### config.mk
export PLATFORM = sky130hd
export DESIGN_NAME = jmp_unit
export DESIGN_NICKNAME = d
export VERILOG_FILES = /design/src/rtl/jmp_pkg.sv /design/src/rtl/jmp_operand_sel.sv /design/src/rtl/jmp_compare.sv /design/src/rtl/jmp_target.sv /design/src/rtl/jmp_unit.sv
export SDC_FILE = /design/constraint.sdc
export NUM_CORES = 1
export LEC_CHECK = 0
export ABC_AREA = 1
export BUFFER_PORTS_ARGS = -buffer_cell sky130_fd_sc_hd__clkbuf_2
export CAP_MARGIN = 15
export CORE_MARGIN = 3
export CORE_UTILIZATION = 54
export DETAILED_ROUTE_END_ITERATION = 12
export GPL_ROUTABILITY_DRIVEN = 0
export GPL_TIMING_DRIVEN = 0
export PLACE_DENSITY = 0.77
export SETUP_SLACK_MARGIN = 0.4
export SKIP_LAST_GASP = 1
export SLEW_MARGIN = 40
export SYNTH_ARGS = -nofsm -noshare
export SYNTH_HDL_FRONTEND = slang
export SYNTH_SLANG_ARGS = --single-unit
### constraint.sdc
create_clock -name clk -period 4.31 [get_ports clk]
set_clock_uncertainty 0.05 [all_clocks]
set_input_delay 0.2155 -clock clk [delete_from_list [all_inputs] [get_ports clk]]
set_output_delay 0.2155 -clock clk [all_outputs]
set_load 0.01 [all_outputs]
### src/rtl/jmp_pkg.sv
package jmp_pkg;

    localparam logic [7:0] OP_CALL = 8'h85;
    localparam logic [7:0] OP_EXIT = 8'h95;

    typedef enum logic [1:0] {
        K_BRANCH,
        K_EXIT,
        K_CALL,
        K_NONE
    } kind_e;

    typedef enum logic [3:0] {
        CND_ALWAYS,
        CND_EQ,
        CND_NE,
        CND_UGT,
        CND_UGE,
        CND_ULT,
        CND_ULE,
        CND_SGT,
        CND_SGE,
        CND_SLT,
        CND_SLE,
        CND_SET,
        CND_NEVER
    } cond_e;

    typedef enum logic [1:0] {
        ST_IDLE,
        ST_EVAL,
        ST_CALL
    } state_e;

    typedef struct packed {
        kind_e kind;
        cond_e cond;
        logic  use_reg;
    } jdec_t;

    // Map an opcode onto operation kind, condition and operand source.
    function automatic jdec_t jdecode(input logic [7:0] op);
        jdec_t d;
        d.kind    = K_NONE;
        d.cond    = CND_NEVER;
        d.use_reg = op[3];
        if (op[2:0] == 3'b101) begin
            d.kind = K_BRANCH;
            unique case (op[7:4])
                4'h0: d.cond = op[3] ? CND_NEVER : CND_ALWAYS;
                4'h1: d.cond = CND_EQ;
                4'h2: d.cond = CND_UGT;
                4'h3: d.cond = CND_UGE;
                4'h4: d.cond = CND_SET;
                4'h5: d.cond = CND_NE;
                4'h6: d.cond = CND_SGT;
                4'h7: d.cond = CND_SGE;
                4'h8: if (!op[3]) d.kind = K_CALL;
                4'h9: if (!op[3]) d.kind = K_EXIT;
                4'hA: d.cond = CND_ULT;
                4'hB: d.cond = CND_ULE;
                4'hC: d.cond = CND_SLT;
                4'hD: d.cond = CND_SLE;
                default: d.cond = CND_NEVER;
            endcase
            if (op[0] && op[2] && (op[7:4] == 4'h0) && op[3]) d.kind = K_NONE;
            if ((op[7:4] == 4'h8 || op[7:4] == 4'h9) && op[3]) d.kind = K_NONE;
            if (op[7:4] == 4'hE || op[7:4] == 4'hF) d.kind = K_NONE;
        end
        return d;
    endfunction

endpackage

### src/rtl/jmp_operand_sel.sv
module jmp_operand_sel #(
    parameter int XLEN  = 64,
    parameter int IMM_W = 32
) (
    input  logic             use_reg,
    input  logic [XLEN-1:0]  src,
    input  logic [IMM_W-1:0] imm,
    output logic [XLEN-1:0]  rhs
);
    localparam int PAD = XLEN - IMM_W;

    logic [XLEN-1:0] imm_ext;

    generate
        if (PAD > 0) begin : g_sext
            assign imm_ext = {{PAD{imm[IMM_W-1]}}, imm};
        end else begin : g_trunc
            assign imm_ext = imm[XLEN-1:0];
        end
    endgenerate

    assign rhs = use_reg ? src : imm_ext;
endmodule

### src/rtl/jmp_compare.sv
module jmp_compare
    import jmp_pkg::*;
#(
    parameter int XLEN = 64
) (
    input  cond_e           cond,
    input  logic [XLEN-1:0] lhs,
    input  logic [XLEN-1:0] rhs,
    output logic            hit
);
    logic eq, ult, slt, any_bit;

    // One shared set of comparators; the condition only selects among them.
    assign eq      = (lhs == rhs);
    assign ult     = (lhs < rhs);
    assign slt     = ($signed(lhs) < $signed(rhs));
    assign any_bit = |(lhs & rhs);

    always_comb begin
        unique case (cond)
            CND_ALWAYS: hit = 1'b1;
            CND_EQ:     hit = eq;
            CND_NE:     hit = !eq;
            CND_UGT:    hit = !ult && !eq;
            CND_UGE:    hit = !ult;
            CND_ULT:    hit = ult;
            CND_ULE:    hit = ult || eq;
            CND_SGT:    hit = !slt && !eq;
            CND_SGE:    hit = !slt;
            CND_SLT:    hit = slt;
            CND_SLE:    hit = slt || eq;
            CND_SET:    hit = any_bit;
            default:    hit = 1'b0;
        endcase
    end
endmodule

### src/rtl/jmp_target.sv
module jmp_target #(
    parameter int PC_W  = 32,
    parameter int OFF_W = 16
) (
    input  logic [PC_W-1:0]  pc,
    input  logic [OFF_W-1:0] offset,
    input  logic             take,
    output logic [PC_W-1:0]  target
);
    localparam int PAD = PC_W - OFF_W;

    logic [PC_W-1:0] off_ext;
    logic [PC_W-1:0] seq_pc;

    generate
        if (PAD > 0) begin : g_sext
            assign off_ext = {{PAD{offset[OFF_W-1]}}, offset};
        end else begin : g_trunc
            assign off_ext = offset[PC_W-1:0];
        end
    endgenerate

    assign seq_pc = pc + PC_W'(1);
    assign target = take ? (seq_pc + off_ext) : seq_pc;
endmodule

### src/rtl/jmp_unit.sv
module jmp_unit
    import jmp_pkg::*;
#(
    parameter int XLEN  = 64,
    parameter int IMM_W = 32,
    parameter int OFF_W = 16,
    parameter int PC_W  = 32
) (
    input  logic             clk,
    input  logic             rst,
    input  logic             start,
    input  logic [7:0]       opcode,
    input  logic [XLEN-1:0]  dst,
    input  logic [XLEN-1:0]  src,
    input  logic [IMM_W-1:0] imm,
    input  logic [OFF_W-1:0] offset,
    input  logic [PC_W-1:0]  pc,
    input  logic             call_ack,
    output logic             done,
    output logic             taken,
    output logic             is_exit,
    output logic [PC_W-1:0]  next_pc,
    output logic             call_req,
    output logic [IMM_W-1:0] call_id
);
    state_e          st_q;
    jdec_t           dec_in;
    cond_e           cond_q;
    logic [XLEN-1:0] rhs_in;
    logic [XLEN-1:0] lhs_q, rhs_q;
    logic [PC_W-1:0] pc_q;
    logic [OFF_W-1:0] off_q;
    logic            hit;
    logic [PC_W-1:0] tgt;
    logic            in_flight;

    logic             done_q, taken_q, exit_q, req_q;
    logic [PC_W-1:0]  npc_q;
    logic [IMM_W-1:0] id_q;

    assign dec_in    = jdecode(opcode);
    assign in_flight = (st_q != ST_IDLE);

    jmp_operand_sel #(.XLEN(XLEN), .IMM_W(IMM_W)) u_opsel (
        .use_reg (dec_in.use_reg),
        .src     (src),
        .imm     (imm),
        .rhs     (rhs_in)
    );

    jmp_compare #(.XLEN(XLEN)) u_cmp (
        .cond (cond_q),
        .lhs  (lhs_q),
        .rhs  (rhs_q),
        .hit  (hit)
    );

    jmp_target #(.PC_W(PC_W), .OFF_W(OFF_W)) u_tgt (
        .pc     (pc_q),
        .offset (off_q),
        .take   (hit && (st_q == ST_EVAL)),
        .target (tgt)
    );

    always_ff @(posedge clk) begin
        if (rst) begin
            st_q    <= ST_IDLE;
            cond_q  <= CND_NEVER;
            lhs_q   <= '0;
            rhs_q   <= '0;
            pc_q    <= '0;
            off_q   <= '0;
            done_q  <= 1'b0;
            taken_q <= 1'b0;
            exit_q  <= 1'b0;
            npc_q   <= '0;
            req_q   <= 1'b0;
            id_q    <= '0;
        end else begin
            done_q <= 1'b0;
            unique case (st_q)
                ST_IDLE: begin
                    if (start) begin
                        pc_q   <= pc;
                        off_q  <= offset;
                        lhs_q  <= dst;
                        rhs_q  <= rhs_in;
                        cond_q <= (dec_in.kind == K_BRANCH) ? dec_in.cond : CND_NEVER;
                        unique case (dec_in.kind)
                            K_EXIT: begin
                                done_q  <= 1'b1;
                                exit_q  <= 1'b1;
                                taken_q <= 1'b0;
                                npc_q   <= pc + PC_W'(1);
                            end
                            K_CALL: begin
                                req_q <= 1'b1;
                                id_q  <= imm;
                                st_q  <= ST_CALL;
                            end
                            default: st_q <= ST_EVAL;
                        endcase
                    end
                end
                ST_EVAL: begin
                    done_q  <= 1'b1;
                    exit_q  <= 1'b0;
                    taken_q <= hit;
                    npc_q   <= tgt;
                    st_q    <= ST_IDLE;
                end
                ST_CALL: begin
                    if (call_ack) begin
                        req_q   <= 1'b0;
                        done_q  <= 1'b1;
                        exit_q  <= 1'b0;
                        taken_q <= 1'b0;
                        npc_q   <= pc_q + PC_W'(1);
                        st_q    <= ST_IDLE;
                    end
                end
                default: st_q <= ST_IDLE;
            endcase
        end
    end

    assign done     = done_q;
    assign taken    = taken_q;
    assign is_exit  = exit_q;
    assign next_pc  = npc_q;
    assign call_req = req_q;
    assign call_id  = id_q;
endmodule

==> run_results.csv <==
group,metric,value,unit
status,status,"complete, no violations",
logic_synthesis,ys_warn_count,0,
power_and_ir_drop,power_density,412,nW/µm²
sta,fmax,0.259,GHz
global_route,grt_pass1_wl,93.7,mm
sta,post-route-period-util,89.7,%
floorplan,rows,62,
drt,met2_length,28.5,mm
drt,viasPerCell,5.75,
logic_synthesis,synthCells,2318,
logic_synthesis,ys_types,58,
global_route,grt_pass1_vias,18548,
logic_synthesis,synth_top_area_share,31.0,%
drt,firstDrtPassIters,8,
layout,final_cell_mix,"nand2_1 (396), nor2_1 (336), clkbuf_2 (289)",
sta,finalHoldViolCount,0,
clock_tree,cts_tree,"yes",
logic_synthesis,avgSynthCellArea,6.96,µm²
setup_path,crit_type,"reg -> reg",
power_and_ir_drop,p_leak,10.4,nW
logic_synthesis,synthXorXnorAreaFrac,3.64,%
layout,syn_to_final_growth,35.2,%
logic_synthesis,synth_mux_area_share,0,%
drt,drc,0,
floorplan,fp.dieW,179,µm
power_and_ir_drop,total_power,8.98,mW
clock_tree,clkSinkCount,250,
clock_tree,clk_pin_slew,0.07,ns
drt,met3WireLength,5.58,mm
drt,first_iter_violations,1713,
setup_path,startpoint_type,"register",
clock_tree,cts-buffers-inserted,29,
clock_tree,h-tree-depth,1,
floorplan,pin_count,288,
setup_path,path_max_fanout,4,
placed_design,port_buffers,286,
sta,fin_setup_tns,0,ns
floorplan,dieArea,32000,µm²
logic_synthesis,synth_fp_nets,2704,
logic_synthesis,synthArstFlopShare,0,%
setup_path,setup.worst_path.end_class,"register",
logic_synthesis,syn_area,16100,µm²
logic_synthesis,synth_compound_area_share,18.0,%
logic_synthesis,synth-adder-area-share,12.9,%
sta,slew_violations,0,
logic_synthesis,synth-main-ff-cell,"dfxtp_1",
sta,slew_headroom,40.0,%
global_route,grt_max_degree,19,
setup_path,required,4.72,ns
logic_synthesis,yosysTopAreaCell,"dfxtp_1",
drt,vias,18819,
drt,ant_nets,0,
layout,final_nets,3243,
clock_tree,cts_root_buffer,"clkbuf_16",
clock_tree,clock_path_buffers,3,
floorplan,core_area,29100,µm²
sta,tightest_slew,0.899,ns
worst_hold_path,min_path_type,"in -> reg",
logic_synthesis,synth_top_family_by_area,"simple AND/OR/NAND/NOR gates",
setup_path,cp.arrival,4.28,ns
layout,final_common_cell,"nand2_1",
power_and_ir_drop,ir_drop,0.000329,V
logic_synthesis,synth_seq_cells,250,
floorplan,die_h,179,µm
global_route,gr-total-overflow,0,
drt,wirelength,61.1,mm
logic_synthesis,yosysSeqAreaShare,31.0,%
sta,setup_viol,0,
global_route,antenna_found_initial,8,
logic_synthesis,synth_edf_count,0,
drt,wire_per_inst,18.7,µm
flow_run,drv_cap,0,
drt,top_layer,"met5",
sta,fin_crit,3.87,ns
clock_tree,clock_latency,0.58,ns
global_route,grt_usage,36.6,%
logic_synthesis,ys_top_cells_by_area,"dfxtp_1 (31%), ha_1 (13%), nand2_1 (9.4%), nor2_1 (8.0%), o21ai_0 (7.0%)",
logic_synthesis,yosys.area_share.simple,25.6,%
drt,wl_met1,22.7,mm
placed_design,dp_hpwl,41.4,mm
floorplan,start_util,55.5,%
layout,layout-drive-gt1-share,17.1,%
setup_path,ff2ff_setup_slack,0.44,ns
sta,rsz0062_at_grt,"true",
report_power, final:
| part | switching, mW | internal, mW |
|---|---|---|
| combinational | 2.09 | 1.21 |
| clock | 1.08 | 1.59 |
| sequential | 0.326 | 2.67 |
through the flow:
step	setup slack, ns	hold slack (ns)	utilization, %	cells	cell area (µm²)
final	0.445	0.0175	75.0	3272	21800
after CTS	0.403	0.00373	73.4	3254	21300
after global routing	0.243	0.0196	75.0	3271	21800
after global placement	0.0208	0.406	62.0	2988	18000
after floorplan	0.743	0.314	-	2318	16100
after detailed placement	-0.0512	0.409	62.0	2988	18000
worst paths after layout:
path              startpoint     endpoint  depth (start not counted)
setup / recovery     pc_q[0]  next_pc[25]                         24
hold / removal         pc[5]      pc_q[5]                          3
hold reg to reg   next_pc[2]   next_pc[2]                          2
setup reg to reg     pc_q[0]  next_pc[25]                         24
flip-flops by register name, indices dropped and copies added (netlist names):
signal,flops
lhs_q,64
rhs_q,64
call_id,32
next_pc,32
pc_q,32
off_q,16
cond_q,4
st_q,2
call_req,1
done,1
is_exit,1
taken,1
routing by layer:
layer | GRT usage (%) | vias to the layer above
met1 | 42.9 | 8609
met3 | 6.69 | 306
met2 | 62.5 | 1158
met4 | 21.5 | 2
li1 | - | 8744
met5 | 0 | -
cell type report:
class | instances | area (µm²)
Clock buffer | 35 | 778
Multi-Input combinational cell | 1709 | 10200
Sequential cell | 250 | 5010
Buffer | 106 | 470
Inverter | 253 | 950
Tap cell | 384 | 480
Fill cell | 2086 | 7280
Antenna cell | 8 | 20.0
Clock inverter | 19 | 244
Timing Repair Buffer | 508 | 3620
what timing repair did:
item / CTS / global route
setup endpoints to repair: 10 / 15
hold endpoints to repair: 206 / 0
gates resized for setup: 33 / 73
setup buffers: 8 / 10
pin swaps: 10 / 24
hold buffers: 204 / 0
synth_stat cells, types with 3 or more instances:
| cell | count |
|---|---|
| nand2_1 | 405 |
| nor2_1 | 343 |
| dfxtp_1 | 250 |
| inv_1 | 247 |
| o21ai_0 | 227 |
| a21oi_1 | 178 |
| ha_1 | 165 |
| nand3_1 | 98 |
| clkbuf_1 | 91 |
| xor2_1 | 56 |
| a221oi_1 | 34 |
| o211ai_1 | 33 |
| nor3_1 | 27 |
| nand4_1 | 19 |
| nor4_1 | 13 |
| xnor2_1 | 11 |
| nand3_2 | 10 |
| a31oi_1 | 8 |
| a211oi_1 | 7 |
| a21o_1 | 7 |
| nor2_2 | 7 |
| nand2_2 | 6 |
| nand3b_1 | 6 |
| a21oi_2 | 4 |
| inv_2 | 4 |
| nor2_4 | 4 |
| o21bai_1 | 4 |
| or2_2 | 4 |
| a21boi_0 | 3 |
| buf_2 | 3 |
| buf_6 | 3 |
| clkbuf_8 | 3 |
| o21a_1 | 3 |
| o21ai_1 | 3 |
critical path, cell delays in order, from the launching register on:
cell,delay (ns)
dfxtp_4,0.37
ha_4,0.14
nand2_2,0.07
nor2_4,0.12
nand3_4,0.10
nor2_4,0.13
nand2_2,0.09
nor2_2,0.09
nand3_2,0.10
nor3_4,0.24
nand3_4,0.15
nor2_4,0.18
xor2_4,0.23
ha_4,0.24
buf_4,0.15
nand2_1,0.15
nor2_1,0.07
nand2_1,0.08
o211ai_1,0.20
a21o_1,0.23
or2_2,0.27
nand3_1,0.11
nand2_1,0.07
nand2_1,0.05
a21oi_1,0.07
cell families after synthesis:
logic type	Yosys count
compound gates	518
xor+xnor	67
fa+ha+maj	166
buf+inv	359
flops	250
simple gates	958
Note: power is estimated with default switching activity, not from simulation.
